===== config.mk =====
export PLATFORM = sky130hd
export DESIGN_NAME = fwd_interlock
export DESIGN_NICKNAME = d
export VERILOG_FILES = /design/src/rtl/fwd_ilk_pkg.sv /design/src/rtl/fwd_desc_pipe.sv /design/src/rtl/fwd_hazard_det.sv /design/src/rtl/fwd_src_sel.sv /design/src/rtl/fwd_interlock.sv
export SDC_FILE = /design/constraint.sdc
export NUM_CORES = 1
export LEC_CHECK = 0
export BUFFER_PORTS_ARGS = -buffer_cell sky130_fd_sc_hd__buf_2
export CAP_MARGIN = 20
export CORE_ASPECT_RATIO = 1.4
export CORE_MARGIN = 5
export CORE_UTILIZATION = 52
export CTS_CLUSTER_DIAMETER = 60
export DETAILED_ROUTE_END_ITERATION = 8
export HOLD_SLACK_MARGIN = 0.03
export PLACE_DENSITY = 0.85
export SETUP_SLACK_MARGIN = 0.1
export SYNTH_ARGS = -nofsm -noshare
export SYNTH_HDL_FRONTEND = slang
export SYNTH_HIERARCHICAL = 1
export SYNTH_SLANG_ARGS = --single-unit

===== constraint.sdc =====
create_clock -name clk_i -period 4.1 [get_ports clk_i]
set_input_delay 0.82 -clock clk_i [delete_from_list [all_inputs] [get_ports clk_i]]
set_output_delay 0.82 -clock clk_i [all_outputs]
set_load 0.02 [all_outputs]

===== src/rtl/fwd_ilk_pkg.sv =====
package fwd_ilk_pkg;
  parameter int unsigned REG_W    = 4;
  parameter int unsigned N_AG_SRC = 2;
  parameter int unsigned N_AL_SRC = 2;
  parameter int unsigned SEL_W    = 3;
  // tracked stages after register read: 0 addr-gen, 1 dcache, 2 alu, 3 writeback
  parameter int unsigned N_STG    = 4;
  parameter int unsigned STG_DC   = 1;
  parameter int unsigned STG_AL   = 2;
  parameter int unsigned STG_WB   = 3;

  typedef enum logic [SEL_W-1:0] {
    FS_RF    = 3'd0,
    FS_DC_AG = 3'd1,
    FS_AL_AG = 3'd2,
    FS_WB_AG = 3'd3,
    FS_WB_AL = 3'd4
  } fwd_sel_e;

  typedef struct packed {
    logic             vld;
    logic             gv;
    logic [REG_W-1:0] gid;
    logic             lv;
    logic [REG_W-1:0] lid;
  } wr_t;

  typedef struct packed {
    logic [N_AG_SRC-1:0]            v;
    logic [N_AG_SRC-1:0][REG_W-1:0] id;
  } ag_rd_t;

  typedef struct packed {
    logic [N_AL_SRC-1:0]            v;
    logic [N_AL_SRC-1:0][REG_W-1:0] id;
  } al_rd_t;

  function automatic logic hit_ag(wr_t w, logic [REG_W-1:0] id);
    return w.vld && w.gv && (w.gid == id);
  endfunction

  function automatic logic hit_al(wr_t w, logic [REG_W-1:0] id);
    return w.vld && w.lv && (w.lid == id);
  endfunction
endpackage


===== src/rtl/fwd_desc_pipe.sv =====
module fwd_desc_pipe
  import fwd_ilk_pkg::*;
(
  input  logic   clk_i,
  input  logic   rst_ni,
  input  logic   stall_i,
  input  wr_t    rr_wr_i,
  input  ag_rd_t rr_ag_i,
  input  al_rd_t rr_al_i,
  output wr_t    wr_o [N_STG],
  output ag_rd_t ag_rd_o,
  output al_rd_t al_rd_o
);
  wr_t    wr_q [N_STG];
  ag_rd_t ag_q;
  al_rd_t al_q [STG_AL+1];

  always_ff @(posedge clk_i or negedge rst_ni) begin
    if (!rst_ni) begin
      for (int k = 0; k < N_STG; k++) wr_q[k] <= '0;
      for (int k = 0; k <= STG_AL; k++) al_q[k] <= '0;
      ag_q <= '0;
    end else begin
      // stall: front end holds, empty slot enters addr-gen
      wr_q[0] <= stall_i ? '0 : rr_wr_i;
      ag_q    <= stall_i ? '0 : rr_ag_i;
      al_q[0] <= stall_i ? '0 : rr_al_i;
      for (int k = 1; k < N_STG; k++) wr_q[k] <= wr_q[k-1];
      for (int k = 1; k <= STG_AL; k++) al_q[k] <= al_q[k-1];
    end
  end

  assign wr_o    = wr_q;
  assign ag_rd_o = ag_q;
  assign al_rd_o = al_q[STG_AL];

  AST_BUBBLE_INS: assert property (@(posedge clk_i) disable iff (!rst_ni)
    stall_i |=> !wr_q[0].vld);
endmodule


===== src/rtl/fwd_hazard_det.sv =====
module fwd_hazard_det
  import fwd_ilk_pkg::*;
(
  input  logic   clk_i,
  input  logic   rst_ni,
  input  logic   rr_vld_i,
  input  ag_rd_t rr_ag_i,
  input  wr_t    ag_wr_i,
  input  wr_t    dc_wr_i,
  output logic   stall_o
);
  logic [N_AG_SRC-1:0] wait_src;

  for (genvar i = 0; i < N_AG_SRC; i++) begin : g_src
    logic [REG_W-1:0] id;
    logic late_ag, late_dc;
    assign id      = rr_ag_i.id[i];
    assign late_ag = hit_al(ag_wr_i, id);
    // a younger addr-port write in addr-gen shadows the dcache-stage ALU write
    assign late_dc = !hit_ag(ag_wr_i, id) && hit_al(dc_wr_i, id);
    assign wait_src[i] = rr_vld_i && rr_ag_i.v[i] && (late_ag || late_dc);
  end

  assign stall_o = |wait_src;

  logic [1:0] run_q;
  always_ff @(posedge clk_i or negedge rst_ni) begin
    if (!rst_ni)       run_q <= '0;
    else if (!stall_o) run_q <= '0;
    else if (run_q != 2'd3) run_q <= run_q + 2'd1;
  end

  AST_STALL_LEN: assert property (@(posedge clk_i) disable iff (!rst_ni)
    stall_o |-> run_q < 2'd2);
  AST_IDLE_NO_STALL: assert property (@(posedge clk_i) disable iff (!rst_ni)
    !rr_vld_i |-> !stall_o);
endmodule


===== src/rtl/fwd_src_sel.sv =====
module fwd_src_sel
  import fwd_ilk_pkg::*;
#(
  parameter int unsigned N_SRC  = 2,
  parameter int unsigned N_PROD = 3,
  parameter int unsigned BASE   = 1
) (
  input  logic                         clk_i,
  input  logic                         rst_ni,
  input  logic                         cons_vld_i,
  input  logic [N_SRC-1:0]             src_v_i,
  input  logic [N_SRC-1:0][REG_W-1:0]  src_id_i,
  input  wr_t                          prod_i [N_PROD],
  output logic [N_SRC*SEL_W-1:0]       sel_o
);
  function automatic fwd_sel_e ag_code(int unsigned s);
    case (s)
      STG_DC:  return FS_DC_AG;
      STG_AL:  return FS_AL_AG;
      default: return FS_WB_AG;
    endcase
  endfunction

  for (genvar i = 0; i < N_SRC; i++) begin : g_op
    fwd_sel_e sel;
    logic     found;
    always_comb begin
      sel   = FS_RF;
      found = 1'b0;
      // prod_i is ordered youngest first
      for (int p = 0; p < N_PROD; p++) begin
        if (!found && hit_ag(prod_i[p], src_id_i[i])) begin
          sel   = ag_code(BASE + p);
          found = 1'b1;
        end else if (!found && hit_al(prod_i[p], src_id_i[i])) begin
          sel   = (BASE + p == STG_WB) ? FS_WB_AL : FS_RF;
          found = 1'b1;
        end
      end
      if (!cons_vld_i || !src_v_i[i]) sel = FS_RF;
    end
    assign sel_o[i*SEL_W +: SEL_W] = sel;
  end

  AST_IDLE_RF: assert property (@(posedge clk_i) disable iff (!rst_ni)
    !cons_vld_i |-> sel_o == '0);
endmodule


===== src/rtl/fwd_interlock.sv =====
module fwd_interlock
  import fwd_ilk_pkg::*;
(
  input  logic                      clk_i,
  input  logic                      rst_ni,
  input  logic                      rr_vld_i,
  input  logic [N_AG_SRC-1:0]       rr_ag_src_vld_i,
  input  logic [N_AG_SRC*REG_W-1:0] rr_ag_src_id_i,
  input  logic [N_AL_SRC-1:0]       rr_al_src_vld_i,
  input  logic [N_AL_SRC*REG_W-1:0] rr_al_src_id_i,
  input  logic                      rr_agw_vld_i,
  input  logic [REG_W-1:0]          rr_agw_id_i,
  input  logic                      rr_alw_vld_i,
  input  logic [REG_W-1:0]          rr_alw_id_i,
  output logic                      stall_o,
  output logic                      bubble_o,
  output logic [N_AG_SRC*SEL_W-1:0] ag_fwd_sel_o,
  output logic [N_AL_SRC*SEL_W-1:0] al_fwd_sel_o
);
  localparam int unsigned N_AG_PROD = STG_WB - STG_DC + 1;

  wr_t    rr_wr;
  ag_rd_t rr_ag;
  al_rd_t rr_al;
  wr_t    wr [N_STG];
  ag_rd_t ag_rd;
  al_rd_t al_rd;
  wr_t    ag_prod [N_AG_PROD];
  wr_t    al_prod [1];
  logic   stall;

  assign rr_wr = '{vld: rr_vld_i, gv: rr_agw_vld_i, gid: rr_agw_id_i,
                   lv: rr_alw_vld_i, lid: rr_alw_id_i};
  assign rr_ag = '{v: rr_ag_src_vld_i, id: rr_ag_src_id_i};
  assign rr_al = '{v: rr_al_src_vld_i, id: rr_al_src_id_i};

  fwd_desc_pipe u_pipe (
    .clk_i, .rst_ni, .stall_i(stall),
    .rr_wr_i(rr_wr), .rr_ag_i(rr_ag), .rr_al_i(rr_al),
    .wr_o(wr), .ag_rd_o(ag_rd), .al_rd_o(al_rd)
  );

  fwd_hazard_det u_haz (
    .clk_i, .rst_ni, .rr_vld_i,
    .rr_ag_i(rr_ag), .ag_wr_i(wr[0]), .dc_wr_i(wr[STG_DC]),
    .stall_o(stall)
  );

  for (genvar p = 0; p < N_AG_PROD; p++) begin : g_ag_prod
    assign ag_prod[p] = wr[STG_DC + p];
  end
  assign al_prod[0] = wr[STG_WB];

  fwd_src_sel #(.N_SRC(N_AG_SRC), .N_PROD(N_AG_PROD), .BASE(STG_DC)) u_ag_sel (
    .clk_i, .rst_ni, .cons_vld_i(wr[0].vld),
    .src_v_i(ag_rd.v), .src_id_i(ag_rd.id),
    .prod_i(ag_prod), .sel_o(ag_fwd_sel_o)
  );

  fwd_src_sel #(.N_SRC(N_AL_SRC), .N_PROD(1), .BASE(STG_WB)) u_al_sel (
    .clk_i, .rst_ni, .cons_vld_i(wr[STG_AL].vld),
    .src_v_i(al_rd.v), .src_id_i(al_rd.id),
    .prod_i(al_prod), .sel_o(al_fwd_sel_o)
  );

  assign stall_o  = stall;
  assign bubble_o = stall;

  // an address operand in addr-gen never waits on an unfinished ALU write
  for (genvar i = 0; i < N_AG_SRC; i++) begin : g_chk
    logic pend;
    assign pend = hit_al(wr[STG_DC], ag_rd.id[i]) ||
                  (!hit_ag(wr[STG_DC], ag_rd.id[i]) && hit_al(wr[STG_AL], ag_rd.id[i]));
    AST_ADDR_SRC_READY: assert property (@(posedge clk_i) disable iff (!rst_ni)
      (wr[0].vld && ag_rd.v[i]) |-> !pend);
  end
endmodule


Yosys cells after proc, flatten, opt, wreduce, memory -nomap -nowiden --
Cells that the tools add are included.
Operators by class: eq/ne operators 22, muxes and demuxes 29, reductions and logical operators 63
Operator list (count):
- == test 4 bit | 22
- two-way mux 3 bit | 15
- logical AND 1 bit | 44
- two-way mux 10 bit | 2
- zero test 1 bit | 12
- two-way mux 1 bit | 11
- two-way mux 11 bit | 1
- logical OR 1 bit | 6
- OR reduction 2 bit | 1
Storage, ports and cells: flip-flop bits (word level) 84, input bits 33, logic and storage cells 146

Logic depth before layout (Yosys ltp) --
Gate-level depths: netlist of the first run.
depth in word-level cells 13, gate-level depth with buffers 7, gate-level depth less buffers 6

By module --
Netlist of the first run, hierarchy kept.
Modules (own cells, without submodules):
- fwd_desc_pipe | instances 1, cells each 128, area each 2404.8 sq um
- fwd_src_sel at u_ag_sel | instances 1, cells each 99, area each 735.7 sq um
- fwd_hazard_det | instances 1, cells each 41, area each 314.1 sq um
- fwd_src_sel at u_al_sel | instances 1, cells each 31, area each 249.0 sq um
- fwd_interlock | instances 1, cells each 1, area each 7.5 sq um

Worst setup path after synthesis of the first run --
Ideal clock, no wire load.
kind input to output, start input rr_ag_src_id_i[6], end output stall_o, arrival 2203 ps, required time 3280 ps, slack 1077 ps, stages on the path 5, path through xor2_1 > nor3_2 > a41oi_1 > or4_1 > buf_4
On the way: word-level cells in the longest chain between the ends 7, elaborated cells between the ends (all ways) 11, those cells by class eq/ne (3); reduce/logical (8)
Ends and longest elaborated chain:
- start: declaration | RTL line fwd_interlock.sv:8 | input logic [N_AG_SRC*REG_W-1:0] rr_ag_src_id_i,
- == test 4 bit | RTL line fwd_ilk_pkg.sv:39 | return w.vld && w.gv && (w.gid == id);
- logical AND 1 bit | RTL line fwd_ilk_pkg.sv:39
- zero test 1 bit | RTL line fwd_hazard_det.sv:20 | assign late_dc = !hit_ag(ag_wr_i, id) && hit_al(dc_wr_i, id);
- logical AND 1 bit | RTL line fwd_hazard_det.sv:20
- logical OR 1 bit (*) | RTL line fwd_hazard_det.sv:21 | assign wait_src[i] = rr_vld_i && rr_ag_i.v[i] && (late_ag || late_dc);
- logical AND 1 bit (*) | RTL line fwd_hazard_det.sv:21
- OR reduction 2 bit (*) | RTL line fwd_hazard_det.sv:24 | assign stall_o = |wait_src;
- end: declaration | RTL line fwd_interlock.sv:15 | output logic stall_o,
Every way passes the cells marked *; elsewhere a longest branch is shown, timed or not.

Worst setup path after layout of the first run --
Ends and elaborated chain as after synthesis.

==> results.md, run 1 <==
* Worst-margin pin slew at around 520 ps
* Synth top area share at 0.566
* Crit-path slowest cell: or4_1
* Skew final at 9.26 ps
* Detailed Route Iter0 Violations at approximately 130
* Share of cells above drive strength 1 at 0.209
* Setup-failing EPs final at 0
* H-tree Lvls at 3
* CTS max path bufs at 2
* Area contributors post-synth: dfrtp_1, xnor2_1, xor2_1
* CP delay by family, top: simple AND/OR/NAND/NOR gates
* Global placement routability congestion at 0.872
* Top post-synthesis cells by count: dfrtp_1, xnor2_1, xor2_1
* Async set or reset register ratio after synthesis at 1.00
* Most common cell in the netlist: dfrtp_1
* Ys Warns at 6
* CP Capture Type: output port
* 1st-pass router iterations at 4
* Syn Std Cell Area at 3710 um^2
* N_diodes at 0
* Area grow syn2layout at 10.1%
* Critical Path AT at 2510 ps
* DRC at 0
* Status: finished, final reports clean
* Post-cts resize count at 0
* Via/cell ratio at 5.27
* Worst hold path type: input port to asynchronous set/reset pin
* Number of global-route vias before repair at 2552
* Min Tclk post-route at 3330 ps
* Wire per inst at 17.3 um
* Post-synth cell types at 33
* Final setup TNS at 0 ps
* Utilization after layout at 0.585
* Die Width at ~80 um
* Final Max Slew Viols at 0
* Largest net degree at the start of global routing at 85
* Power density over the cells at approximately 400 nW/um^2
* Total wire length at 7540 um
* Final HPWL DP at approximately 5600 um
* Worst-path clk slew at roughly 80 ps
* VDD IR max at 0.000358 V
* Max FO, Critical Path at 15
* Total GRT Usage at 0.189
* Row Count at 36
* Starting density of the core at 0.532
* Fin. Hold Viols at 0
* Clk sinks at 84
* Crit Path Category: input port to output port
* First-pass GRT wire length at 12300 um
* Static leakage at 1.77 nW
* Leading area contributor after synthesis: dfrtp_1
* Post-synth EDFFs at 0
* Tcrit/Tclk final at 0.813
* Buffers on Ports at 46
* Post-Syn Nets at 333
* Maxcap violations at 0
* Flops & latches, synth at 84
* Total power draw at 1.62 mW
* Most used cell, CP: buf_2
* CTS Buf Count at 9
* Sequential area share after synthesis at 0.566
* Height of the die at approximately 110 um
* Synth Instances at 300
* DRT antenna net count at 0
* # hold bufs at CTS at 0
* Fmax at roughly 300 MHz
* # nets final at 368
* Required @ worst endpoint at 3280 ps
* Mean Syn Cell Area at 12.4 um^2
* Primary FF master, synth: dfrtp_1
* Die ar. at 8950 um^2
* RSZ-0062 raised after global routing: no
* Root buffer cell: clkbuf_8
* Later-pin clock latency in the skew report at 340 ps
* Number of post-CTS setup repair buffers at 0
* Critical-path cell list: buf_2 > xor2_1 > nor3_2 > a41oi_1 > or4_1 > buf_2
* CTS tree: done
* DR vias at 2291
* Core outline area at 6980 um^2
* Max_slew headroom at 0.648
* Initial antenna violation count at 0
* Buffers plus inverters on the worst setup path at 2
* Top Ports at between 40 and 50
* GRT overflow at 0
* CP Launch Type: input port
* CP max stage delay at 830 ps
report_power, final:
| part | switching [mW] | leakage (nW) | internal, mW |
|---|---|---|---|
| registers | 0.0676 | 0.982 | 0.877 |
| logic | 0.0789 | 0.692 | 0.0837 |
| clock network | 0.276 | 0.0937 | 0.239 |
| total | 0.422 | 1.77 | 1.20 |
logic make-up after synthesis:
kind of cell	count (synthesis)	share of synthesized area
AO/OA/AOI/OAI	11	0.0246
flip-flops	84	0.566
AND/OR/NAND/NOR	94	0.155
XOR/XNOR	84	0.200
buffers and inverters	27	0.0539
cells in the final DEF, fill, tap and decap left out, types with 2 or more instances in the layout:
master | netlist | layout
nand3_1 | 12 | 12
nand4_1 | 14 | 14
nor2_1 | 2 | 2
nor4_1 | 4 | 4
clkinv_4 | 0 | 2
nor3_1 | 9 | 9
xor2_1 | 40 | 40
buf_2 | 4 | 45
clkinv_2 | 0 | 2
nand2_1 | 8 | 8
dfrtp_1 | 84 | 84
and3_1 | 2 | 2
inv_1 | 3 | 3
xnor2_1 | 43 | 43
a21oi_1 | 2 | 2
clkbuf_8 | 0 | 10
nor2b_1 | 31 | 31
nor4_2 | 3 | 3
buf_4 | 15 | 2
nor3_2 | 3 | 3
o31ai_1 | 2 | 2
final timing paths:
check,start,to,slack [ps],depth (start not counted)
min reg2reg,u_pipe/al_q[12]$_DFF_PN0_,u_pipe/al_rd_o[2]$_DFF_PN0_,350,0
max reg2reg,u_pipe/wr_o[24]$_DFF_PN0_,u_pipe/ag_rd_o[4]$_DFF_PN0_,1800,7
min,rst_ni,u_pipe/al_q[28]$_DFF_PN0_,300,1
max,rr_ag_src_id_i[6],stall_o,770,6
min in group clk_i,u_pipe/al_q[12]$_DFF_PN0_,u_pipe/al_rd_o[2]$_DFF_PN0_,350,0
max in group asynchronous,rst_ni,u_pipe/ag_rd_o[7]$_DFF_PN0_,3230,2
state kept, by name, indices dropped and copies added, names as in the netlist:
| signal | count |
|---|---|
| u_pipe/al_q | 20 |
| u_pipe/ag_rd_o | 10 |
| u_pipe/al_rd_o | 10 |
| u_pipe/wr_o | 44 |
per-layer routing:
layer  wire [um]  global-route usage  up-vias
met4         199               0.109        0
li1            -                   -     1052
met3         444              0.0467       18
met2        4140               0.333       95
met1        2750               0.202     1126
met5           0                   0        -
area by class of cell:
type                       count  area [um^2]
clock buffer                  11          141
multi-input combinational    189         1410
tap                           95          119
timing repair buffer          48          268
inverter                       3         11.3
fill                         560         2900
clock inverter                 5         36.3
sequential                    84         2100
per-stage QoR:
| stage | worst slack [ps] | hold slack [ps] | cells | cell area, um^2 |
|---|---|---|---|---|
| final | 768 | 298 | 435 | 4090 |
| after detailed placement | 759 | 335 | 418 | 3880 |
| after global placement | 786 | 333 | 418 | 3880 |
| after floorplan | 1080 | 331 | 300 | 3710 |
| after global routing | 683 | 274 | 435 | 4090 |
| after CTS | 751 | 351 | 434 | 4060 |
worst register-to-register path, stage by stage (launching register included):
cell     delay (ps)
dfrtp_1         560
xor2_1          180
nor2_1           50
nand4_1          80
a41oi_1          50
or4_1           830
buf_4           320
nor2b_1         140
No activity file was read; power rests on OpenSTA's default activity.
==> run 2: changes to the inputs <==
--- a/config.mk
+++ b/config.mk
@@ -5,6 +5,7 @@
 export SDC_FILE = /design/constraint.sdc
 export NUM_CORES = 1
 export LEC_CHECK = 0
+export ABC_AREA = 1
 export BUFFER_PORTS_ARGS = -buffer_cell sky130_fd_sc_hd__buf_2
 export CAP_MARGIN = 20
 export CORE_ASPECT_RATIO = 1.4
@@ -13,7 +14,7 @@
 export CTS_CLUSTER_DIAMETER = 60
 export DETAILED_ROUTE_END_ITERATION = 8
 export HOLD_SLACK_MARGIN = 0.03
-export PLACE_DENSITY = 0.85
+export PLACE_DENSITY = 0.87
 export SETUP_SLACK_MARGIN = 0.1
 export SYNTH_ARGS = -nofsm -noshare
 export SYNTH_HDL_FRONTEND = slang
==> constraint.sdc (replaced) <==
create_clock -name clk_i -period 2.75 [get_ports clk_i]
set_input_delay 0.55 -clock clk_i [delete_from_list [all_inputs] [get_ports clk_i]]
set_output_delay 0.55 -clock clk_i [all_outputs]
set_load 0.02 [all_outputs]
==> run 2 against run 1 <==
Against the previous run:
- register-to-register slack got worse by 860 ps
- global-route usage grew 1.5 points
- critical path depth increased by 4
- flip-flop and latch count did not move
- die area is 11% higher
- count of clock-buffer cells in the layout unchanged
- sequential power increased by 48%
- hold slack worse by 98 ps
- clock skew hardly changed
- utilization rose by 0.82 points
- via count rose by 45%
- largest cell class unchanged
- highest routed layer unchanged
==> results.md, run 2 <==
* Synth Area in Compound Gates at 0.0341
* Largest net degree at the start of global routing at 47
* Utilization after layout at 0.594
* Fmax at 404 MHz
* Buffers on Ports at 46
* Syn Std Cell Area at about 4200 um^2
* Max_slew headroom at 0.619
* Most used cell, CP: nand2_1
* Critical path origin: u_pipe/ag_rd_o[2]$_DFF_PN0_
* DRC at 0
* Synth Instances at 548
* Row Count at 38
* CTS Buf Count at 9
* Ys Warns at 6
* RSZ-0062 raised after global routing: no
* CP delay by family, top: simple AND/OR/NAND/NOR gates
* Buffers plus inverters on the worst setup path at 2
* Required @ worst endpoint at 2200 ps
* Via/cell ratio at 4.81
* Root buffer cell: clkbuf_8
* Later-pin clock latency in the skew report at 350 ps
* Crit Path Category: register to output port
* Leading area contributor after synthesis: dfrtp_1
* Adder-Cell Fraction of Synth Area at 0
* Critical-path cell list: inv_1 > nand2_1 > nand2_1 > nor2_1 > nand3_1 > nand2_1 > nor2_2 > nand2_1 > a21oi_1 > buf_2
* Total power draw at about 2.6 mW
* Detailed Route Iter0 Violations at between 200 and 250
* Die Width at 85.8 um
* CP Launch Type: register
* Height of the die at 116 um
* Flops & latches, synth at 84
* Final HPWL DP at 7020 um
* Power density over the cells at 572 nW/um^2
* Initial antenna violation count at 0
* Crit-path slowest cell: dfrtp_1
* Max reg flops at 44
* Cell depth of the worst flop-to-flop path at 10
* Critical Path AT at 1930 ps
* End point of the critical path: ag_fwd_sel_o[0]
* Static leakage at 2.68 nW
* Primary FF master, synth: dfrtp_1
* Status: finished, final reports clean
* CTS tree: done
* CTS max path bufs at 2
* Share of cells above drive strength 1 at 0.145
* R2r endpoint: u_pipe/ag_rd_o[6]$_DFF_PN0_
* Number of global-route vias before repair at 3396
* Skew final at 9.01 ps
* R2R Path Start: u_pipe/wr_o[24]$_DFF_PN0_
* Largest family of logic cells by synthesized area: simple AND/OR/NAND/NOR gates
* Post-synth cell types at 28
* Final hold slack at 200 ps
* 1st-pass router iterations at 4
* Total GRT Usage at 0.204
* CP max stage delay at 510 ps
* Core outline area at 7800 um^2
* Async set or reset register ratio after synthesis at 1.00
* Mean Syn Cell Area at 7.64 um^2
* Starting density of the core at 0.537
* DRT antenna net count at 0
* Die ar. at about 10000 um^2
* Maxcap violations at 0
* Post-synth EDFFs at 0
* Most common cell in the netlist: nand2_1
* VDD IR max at just under 0.0007 V
* Fill count at approximately 680
* Most frequent cells in the layout: nand2_1, inv_1, dfrtp_1
* Worst R2R Setup Slack at roughly 940 ps
* Worst-margin pin slew at 572 ps
* Area contributors post-synth: dfrtp_1, nand2_1, inv_1
* N_diodes at 0
* CP Capture Type: output port
* Clk sinks at 84
* Synth top area share at 0.502
* Area grow syn2layout at 10.6%
* Proportion of synthesized area in mux cells at 0
* Top post-synthesis cells by count: nand2_1, inv_1, dfrtp_1
* Post-Syn Nets at 581
* Final Max Slew Viols at 0
* Max FO, Critical Path at 7
* H-tree Lvls at 3
* Tcrit/Tclk final at 0.900
* Post-Synth XOR/XNOR Area at 0.0460
* Leading cell type in the layout, fill and taps excluded: nand2_1
* Global placement routability congestion at 1.00
* DR vias at about 3300
* Final setup TNS at 0 ps
* Total wire length at 9240 um
* GRT overflow at 0
* Worst-path clk slew at 80 ps
* First-pass GRT wire length at 15600 um
* Simple-gate share of the synthesized area at 0.285
* Sequential area share after synthesis at 0.502
* Min Tclk post-route at between 2000 and 2500 ps
* Top Ports at 47
* Worst path depth at 10
* Wire per inst at 13.3 um
* Worst hold path type: input port to asynchronous set/reset pin
* # nets final at 620
* Fin. Hold Viols at 0
* Setup-failing EPs final at 0
## run 2: cell count changes after synthesis, sizes merged, moves of 8 or more
cell,previous run,this run
a21oi,2,10
inv,3,105
nand2,8,171
nand3,12,22
nand4,14,3
nor2,2,86
nor2b,31,0
o21ai,0,11
xnor2,43,18
xor2,41,4
## run 2: metal layers
layer  routed length (um)  part of all wire  track usage
met5                    0                 0            0
met2                 4760              0.52        0.358
met3                  438             0.047       0.0318
met4                  490             0.053        0.133
met1                 3550              0.38        0.228
## run 2: area by class of cell
cell class                 count  area, um^2  area share
inverter                     106         398      0.0860
tap                          100         125      0.0270
clock buffer                  11         131      0.0284
sequential                    84        2100       0.454
timing repair buffer          48         260      0.0562
multi-input combinational    338        1530       0.330
clock inverter                 5        83.8      0.0181
## run 2: cell families after synthesis
logic type,count (synthesis)
and+or+nand+nor,291
DFF,84
xor gates and xnor gates,22
buffers and inverters,126
AOI/OAI and AO/OA,25
## run 2: worst min-delay path by stage
stage / depth (start not counted) / slack, ps / start / endpoint
floorplan: 0 / 250 / rst_ni / u_pipe/ag_rd_o[0]$_DFF_PN0_
global placement: 0 / 330 / u_pipe/al_q[23]$_DFF_PN0_ / u_pipe/al_q[13]$_DFF_PN0_
detailed placement: 0 / 330 / u_pipe/al_q[12]$_DFF_PN0_ / u_pipe/al_rd_o[2]$_DFF_PN0_
CTS: 1 / 200 / rst_ni / u_pipe/al_q[24]$_DFF_PN0_
global route: 1 / 230 / rst_ni / u_pipe/al_q[19]$_DFF_PN0_
finish: 1 / 200 / rst_ni / u_pipe/al_q[19]$_DFF_PN0_
## run 2: stage by stage
step                cells  cell area [um^2]  setup WS, ps
floorplan             548              4190           753
global placement      676              4410           663
detailed placement    676              4410           649
CTS                   692              4630           269
global route          692              4630           111
finish                692              4630           274
## run 2: repair_timing
item | CTS | global route
endpoints found under the setup margin | 0 | 1
hold buffers | 0 | 0
setup buffers | 0 | 0
gates resized for setup | 0 | 1
## run 2: report_power, final
group          internal [mW]  switching [mW]  total [mW]
sequential              1.31          0.0869        1.40
combinational          0.117           0.187       0.304
clock                  0.515           0.431       0.946
total                   1.94           0.705        2.65
